**src/rtl/mbox_pkg.sv**
```systemverilog
package mbox_pkg;

    typedef struct packed {
        logic raise;  // set the flag of the opposite port
        logic drop;   // clear this port's own flag
    } mb_evt_t;

    typedef struct packed {
        logic pend;   // interrupt pending
    } mb_flag_t;

endpackage

```
**src/rtl/mbox_port_dec.sv**
```systemverilog
module mbox_port_dec
    import mbox_pkg::*;
#(
    parameter int              AW         = 10,
    parameter logic [AW-1:0]   RAISE_ADDR = '1,
    parameter logic [AW-1:0]   DROP_ADDR  = '1
) (
    input  logic [AW-1:0] addr,
    input  logic          cs_n,
    input  logic          rw,
    input  logic          oe_n,
    input  logic          busy,
    input  logic          clash,
    output mb_evt_t       evt
);

    logic granted;

    always_comb begin
        granted   = !cs_n && !(clash && busy);
        evt.raise = granted && !rw && (addr == RAISE_ADDR);
        evt.drop  = granted && rw && !oe_n && (addr == DROP_ADDR);
    end

endmodule

```
**src/rtl/mbox_flag.sv**
```systemverilog
module mbox_flag
    import mbox_pkg::*;
(
    input  logic clk,
    input  logic rst_n,
    input  logic set,
    input  logic clr,
    output logic irq_n
);

    mb_flag_t st_d, st_q;

    always_comb begin
        st_d = st_q;
        if (clr) st_d.pend = 1'b0;
        if (set) st_d.pend = 1'b1;   // set has the last word
    end

    always_ff @(posedge clk or negedge rst_n) begin
        if (!rst_n) st_q <= '0;
        else        st_q <= st_d;
    end

    assign irq_n = !st_q.pend;

endmodule

```
**src/rtl/mbox_irq.sv**
```systemverilog
module mbox_irq
    import mbox_pkg::*;
#(
    parameter int AW = 10
) (
    input  logic          clk,
    input  logic          rst_n,
    input  logic [AW-1:0] l_addr,
    input  logic          l_cs_n,
    input  logic          l_rw,
    input  logic          l_oe_n,
    input  logic          l_busy,
    input  logic [AW-1:0] r_addr,
    input  logic          r_cs_n,
    input  logic          r_rw,
    input  logic          r_oe_n,
    input  logic          r_busy,
    output logic          l_irq_n,
    output logic          r_irq_n
);

    localparam int            NPORT    = 2;
    localparam logic [AW-1:0] BOX_TO_R = '1;
    localparam logic [AW-1:0] BOX_TO_L = BOX_TO_R - AW'(1);

    logic [NPORT-1:0][AW-1:0] p_addr;
    logic [NPORT-1:0]         p_cs_n, p_rw, p_oe_n, p_busy;
    mb_evt_t [NPORT-1:0]      p_evt;
    logic                     clash;

    always_comb begin
        p_addr = {r_addr, l_addr};
        p_cs_n = {r_cs_n, l_cs_n};
        p_rw   = {r_rw,   l_rw};
        p_oe_n = {r_oe_n, l_oe_n};
        p_busy = {r_busy, l_busy};
        clash  = !l_cs_n && !r_cs_n && (l_addr == r_addr);
    end

    // port 0 = left, port 1 = right
    for (genvar p = 0; p < NPORT; p++) begin : g_port
        localparam logic [AW-1:0] RAISE = (p == 0) ? BOX_TO_R : BOX_TO_L;
        localparam logic [AW-1:0] DROP  = (p == 0) ? BOX_TO_L : BOX_TO_R;

        mbox_port_dec #(
            .AW         (AW),
            .RAISE_ADDR (RAISE),
            .DROP_ADDR  (DROP)
        ) i_dec (
            .addr  (p_addr[p]),
            .cs_n  (p_cs_n[p]),
            .rw    (p_rw[p]),
            .oe_n  (p_oe_n[p]),
            .busy  (p_busy[p]),
            .clash (clash),
            .evt   (p_evt[p])
        );
    end

    mbox_flag i_flag_l (
        .clk   (clk),
        .rst_n (rst_n),
        .set   (p_evt[1].raise),
        .clr   (p_evt[0].drop),
        .irq_n (l_irq_n)
    );

    mbox_flag i_flag_r (
        .clk   (clk),
        .rst_n (rst_n),
        .set   (p_evt[0].raise),
        .clr   (p_evt[1].drop),
        .irq_n (r_irq_n)
    );

endmodule

```
**config.mk**
```make
export PLATFORM = sky130hd
export DESIGN_NAME = mbox_irq
export DESIGN_NICKNAME = d
export VERILOG_FILES = /design/src/rtl/mbox_pkg.sv /design/src/rtl/mbox_port_dec.sv /design/src/rtl/mbox_flag.sv /design/src/rtl/mbox_irq.sv
export SDC_FILE = /design/constraint.sdc
export NUM_CORES = 1
export LEC_CHECK = 0
export ABC_AREA = 0
export BUFFER_PORTS_ARGS = -buffer_cell sky130_fd_sc_hd__buf_2
export CELL_PAD_IN_SITES_DETAIL_PLACEMENT = 1
export CELL_PAD_IN_SITES_GLOBAL_PLACEMENT = 2
export CORE_ASPECT_RATIO = 0.8
export CORE_MARGIN = 3
export CORE_UTILIZATION = 15
export DETAILED_ROUTE_END_ITERATION = 8
export PLACE_DENSITY_LB_ADDON = 0.1
export SLEW_MARGIN = 20
export SYNTH_ARGS = -nofsm -noshare
export SYNTH_HDL_FRONTEND = slang
export SYNTH_SLANG_ARGS = --single-unit
```
**constraint.sdc**
```tcl
create_clock -name clk -period 1.3 [get_ports clk]
set_clock_uncertainty 0.05 [all_clocks]
set_input_delay 0.13 -clock clk [delete_from_list [all_inputs] [get_ports clk]]
set_output_delay 0.13 -clock clk [all_outputs]
set_load 0.005 [all_outputs]
```
# Word-level counts from Yosys, hierarchy flattened

Cells that the tools add are included.

Register bits: 2
Bits in latches: 0
Memory bits (writable): 0
Memory bits (read-only): 0
Input port bits: 30
Output and inout bits: 2
Word-level logic and storage cells: 39
Memories: 0

Add/subtract/negate cells: 0
Multipliers: 0
Divide/modulo/power cells: 0
$lt $le $gt $ge: 0
Eq/ne operators: 5
Shift-type cells: 0
Muxes and demuxes: 4
Bitwise gates (word level): 0
Reduce and logical (&&, ||, !) cells: 28

Operator list:

| operator                                    | number |
|---|---|
| 10-bit equality test, second input constant | 4 |
| 1-bit logical AND                           | 16 |
| 10-bit equality test                        | 1 |
| 1-bit logical NOT                           | 10 |
| 1-bit two-way mux                           | 4 |
| 2-bit nonzero test                          | 2 |

# Longest topological paths before layout

Depth after elaboration: 11
Depth in mapped cells: 4
Mapped depth without buffers: 4

# Cells and area by module

A second synthesis with hierarchy kept.

Cell total of the unflattened synthesis: 38
Area total of the unflattened synthesis: 310.3 µm²

Modules (own cells, without submodules):

| module                          | instances | cells an instance | area each (µm²) | seq. area each (µm²) |
|---|---|---|---|---|
| mbox_irq                        | 1         | 15                | 118.9           | 0.0 |
| mbox_flag                       | 2         | 3                 | 40.0            | 25.0 |
| mbox_port_dec (g_port[0].i_dec) | 1         | 8                 | 57.6            | 0.0 |
| mbox_port_dec (g_port[1].i_dec) | 1         | 9                 | 53.8            | 0.0 |

# Least setup slack after synthesis

Ideal clock, no wire load.

Kind: input to register
From: in r_addr[5]
To: reg i_flag_l.st_q
Library setup time: 0.126 ns
Arrival time: 1.025 ns
Data required time: 1.124 ns
Path slack: 0.099 ns
Stages: 4
Path buffers: 0
Cells stage by stage: xor2_1 nor4_2 nand4_1 a221o_1

Cells in the longest elaborated chain, start to end: 9
Elaborated cells between the ends (all ways): 16
Classes of those cells: eq/ne (2); mux (1); reduce/logical (13)

Ends and longest elaborated chain:

| what                            | RTL line            | RTL |
|---|---|---|
| start: declaration              | mbox_irq.sv:13      | `input logic [AW-1:0] r_addr,` |
| 10-bit equality test            | mbox_irq.sv:37      | `clash = !l_cs_n && !r_cs_n && (l_addr == r_addr);` |
| 1-bit logical AND               | mbox_irq.sv:37      |  |
| 1-bit logical AND               | mbox_port_dec.sv:20 | `granted = !cs_n && !(clash && busy);` |
| 1-bit logical NOT               | mbox_port_dec.sv:20 |  |
| 1-bit logical AND               | mbox_port_dec.sv:20 |  |
| 1-bit logical AND (3 in series) | mbox_port_dec.sv:22 | `evt.drop = granted && rw && !oe_n && (addr == DROP_ADDR);` |
| 2-bit nonzero test (no line)    | -                   |  |
| end signal: assignment          | mbox_flag.sv:21     | `else st_q <= st_d;` |
| end: declaration                | mbox_flag.sv:11     | `mb_flag_t st_d, st_q;` |

Parallel ways exist; a longest one is shown, timed or not.
A chain may end at the register's enable or synchronous reset.

# Worst setup path in the final report

From: in l_cs_n
To: reg i_flag_l.st_q

Cells in the longest elaborated chain, start to end: 10
Elaborated cells between the ends (all ways): 16
Classes of those cells: mux (1); reduce/logical (15)

Ends and longest elaborated chain:

| what                            | RTL line                            | RTL |
|---|---|---|
| start: declaration              | mbox_irq.sv:9                       | `input logic l_cs_n,` |
| 1-bit logical NOT (*)           | mbox_port_dec.sv:20, mbox_irq.sv:37 |  |
| 1-bit logical AND (2 in series) | mbox_irq.sv:37                      |  |
| 1-bit logical AND               | mbox_port_dec.sv:20                 |  |
| 1-bit logical NOT               | mbox_port_dec.sv:20                 |  |
| 1-bit logical AND               | mbox_port_dec.sv:20                 |  |
| 1-bit logical AND (3 in series) | mbox_port_dec.sv:22                 |  |
| 2-bit nonzero test (no line)    | -                                   |  |

Mark *: on every way between the ends. The rest lies on a longest branch, timed or not.

==> impl_metrics.toml <==
[global_routing]
grt_overflow = 0
grt_max_degree = 4
antenna_found_initial = 0
grt_pass1_wl_mm = 1.86
grt_usage_pct = 9.54
grt_pass1_vias = 424

[logic_synthesis]
syn-cell-area_um2 = 309
synth.most_common_cell = "xor2_1"
avgSynthCellArea_um2 = 8.58
netlist.area_leader.share_pct = 19.8
ys_warn_count = 0
yosys.area.top_type = "xor2_1"
yosys-top-cells-count = "7 x xor2_1, 3 x inv_1, 3 x nand4_1, 3 x xnor2_1"
postSynth.asyncResetShare_pct = 100
synth_edf_count = 0
ys_seq_elements = 2
synthFlopType = "dfrtp_1"
syn_inst = 36
synth_fp_nets = 66
seq_area_frac_synth_pct = 16.2
synth_cell_types = 18
ys_top_cells_by_area = "xor2_1 20%, dfrtp_1 16%, xnor2_1 8.5%, and4b_1 6.5%, nand4_1 6.1%"

[cts]
cts_tree = "done"
cts.reportedPaths.clkPinSlew_ps = 30
cts.sinks = 2
cts_buffers = 3
cts_hold_buffers = 1
cts.repair.resized = 0
clockRootBuffer = "clkbuf_4"
cts_buffer_depth = 2
cts_setup_buffers = 0
h-tree-depth = 1
insertion_delay_ps = 220

[critical_path]
cp_cell_sequence = "buf_2, and4b_1, nand3_1, o31a_2, a221o_1"
cp.arrival_ps = 1190
required_ps = 1350
crit_family = "compound AO/OA/AOI/OAI gates"
timing.critical_path.buf_inv = 1
crit_path_start_kind = "input port"
end_kind = "flop"
cp_max_fo = 2
crit_type = "input port to flop"
cp_slowest_cell = "o31a_2"
cp_slowest_stage_delay_ps = 350

[sta]
drv_slew = 0
fin_ws_ps = 156
setup_viol = 0
period_needed_ps = 1140
rsz0062_at_grt = "no"
worst_slew_pin_slew_ps = 347
finalSetupTns_ps = 0
period_share_pct = 88.0
fmax_ghz = 0.874
finalHoldViolations = 0
slew_headroom_pct = 76.6

[layout]
fill_cells = 257
diodes = 0
drive_gt1_share_pct = 58.2
fin_util_pct = 30.7
stdcell_area_um2 = 587
area_growth_pct = 89.9
fin_nets = 111

[pwr]
p_total_mw = 0.318
p_per_area_mw_per_mm2 = 542
p_sw_mw = 0.0853
peakVddDrop_mv = 0.201
switching_share_pct = 26.8
p_int_mw = 0.233
clkPwrFrac_pct = 42.6
pwr-share-comb_pct = 37.2
seq_power_share_pct = 20.2
leakagePower_nw = 0.285

[route]
wl_mm = 1.19
viasPerCell = 4.16
antenna_left = 0
drt_iter0_markers = 1
drc_errors = 0
first_pass_iters = 2
vias = 428
post_drt_wl_per_cell_um = 11.6

[status]
status = "finished, final reports clean"

[placed_design]
dp_hpwl_mm = 1.10
io_buffers = 31
gp_congestion = 0.769
postPlaceCellArea_um2 = 554
pre_cts_ws_ps = -91.2

[die]
core_area_mm2 = 0.00191
initial_core_util_pct = 16.2
io_pins = 32
die_area_mm2 = 0.00264
die_y_um = 46.6
num_rows = 14
die_w_um = 56.8

[min_path]
hold_path.class = "input port to flop"

[flow_run]
maxCapViolCount = 0
## metal layers
metal	track usage [%]	part of all wire, %	up-vias
met2	14.7	46	18
met4	5.56	0	0
met1	12.9	48	183
li1	-	-	227
met3	1.12	6.5	0
met5	0	0	-
## power groups by stage
| stage | clock network [mW] | registers, mW | logic, mW |
|---|---|---|---|
| global placement | 0 | 0.0651 | 0.119 |
| floorplan | 0 | 0.0648 | 0.0366 |
| CTS | 0.142 | 0.0644 | 0.122 |
| finish | 0.136 | 0.0644 | 0.118 |
| detailed placement | 0 | 0.0650 | 0.119 |
| global route | 0.151 | 0.0645 | 0.134 |
## logic make-up after synthesis
| group | share of synthesized area (%) |
|---|---|
| AOI/OAI and AO/OA | 14.2 |
| DFF | 16.2 |
| buffers and inverters | 3.64 |
| and+or+nand+nor | 37.7 |
| xor gates and xnor gates | 28.3 |
## final timing paths
path	startpoint	end	depth (start not counted)	slack [ps]
hold reg to reg	i_flag_r.st_q	i_flag_r.st_q	2	460
hold / removal	r_oe_n	i_flag_r.st_q	3	100
max in group asynchronous	rst_n	i_flag_l.st_q	2	930
setup / recovery	l_cs_n	i_flag_l.st_q	5	160
min in group asynchronous	rst_n	i_flag_r.st_q	2	170
setup reg to reg	i_flag_l.st_q	i_flag_l.st_q	2	370
## registers in the layout, summed over array words and instances, names as in the netlist
name           flops
i_flag_r.st_q      1
i_flag_l.st_q      1
## area by class of cell
cell class              count  area, µm²  share of cell area (%)
inverters                   3       11.3                    1.92
repair buffers             40        225                    38.4
multi-input cells          31        248                    42.2
well taps                  24       30.0                    5.12
clock buffers               3       22.5                    3.84
flip-flops and latches      2       50.0                    8.53
## worst reg2reg max path, stage by stage (launching register included)
cell and delay, ps:
dfrtp_1 390, o31a_2 120, a221o_1 260
## cells in the final DEF, fill, tap and decap left out
cell type / Yosys / routed
a221o_1: 1 / 1
and4_1: 2 / 2
and4b_1: 2 / 2
buf_2: 0 / 31
buf_4: 0 / 8
clkbuf_4: 0 / 3
dfrtp_1: 2 / 2
dlygate4sd3_1: 0 / 1
inv_1: 3 / 3
nand2_1: 2 / 2
nand3_1: 2 / 2
nand4_1: 3 / 3
nor2_1: 2 / 2
nor3_1: 1 / 1
nor4_1: 1 / 1
nor4_2: 1 / 1
o221ai_2: 1 / 1
o31a_2: 1 / 1
o41ai_1: 1 / 1
or4_4: 1 / 1
xnor2_1: 3 / 3
xor2_1: 7 / 7
## per-stage QoR
step / instances / hold slack, ps
CTS: 103 / 100
global route: 103 / 111
global placement: 99 / -131
floorplan: 36 / -216
detailed placement: 99 / -131
finish: 103 / 102
Note: power is estimated with default switching activity, not from simulation.
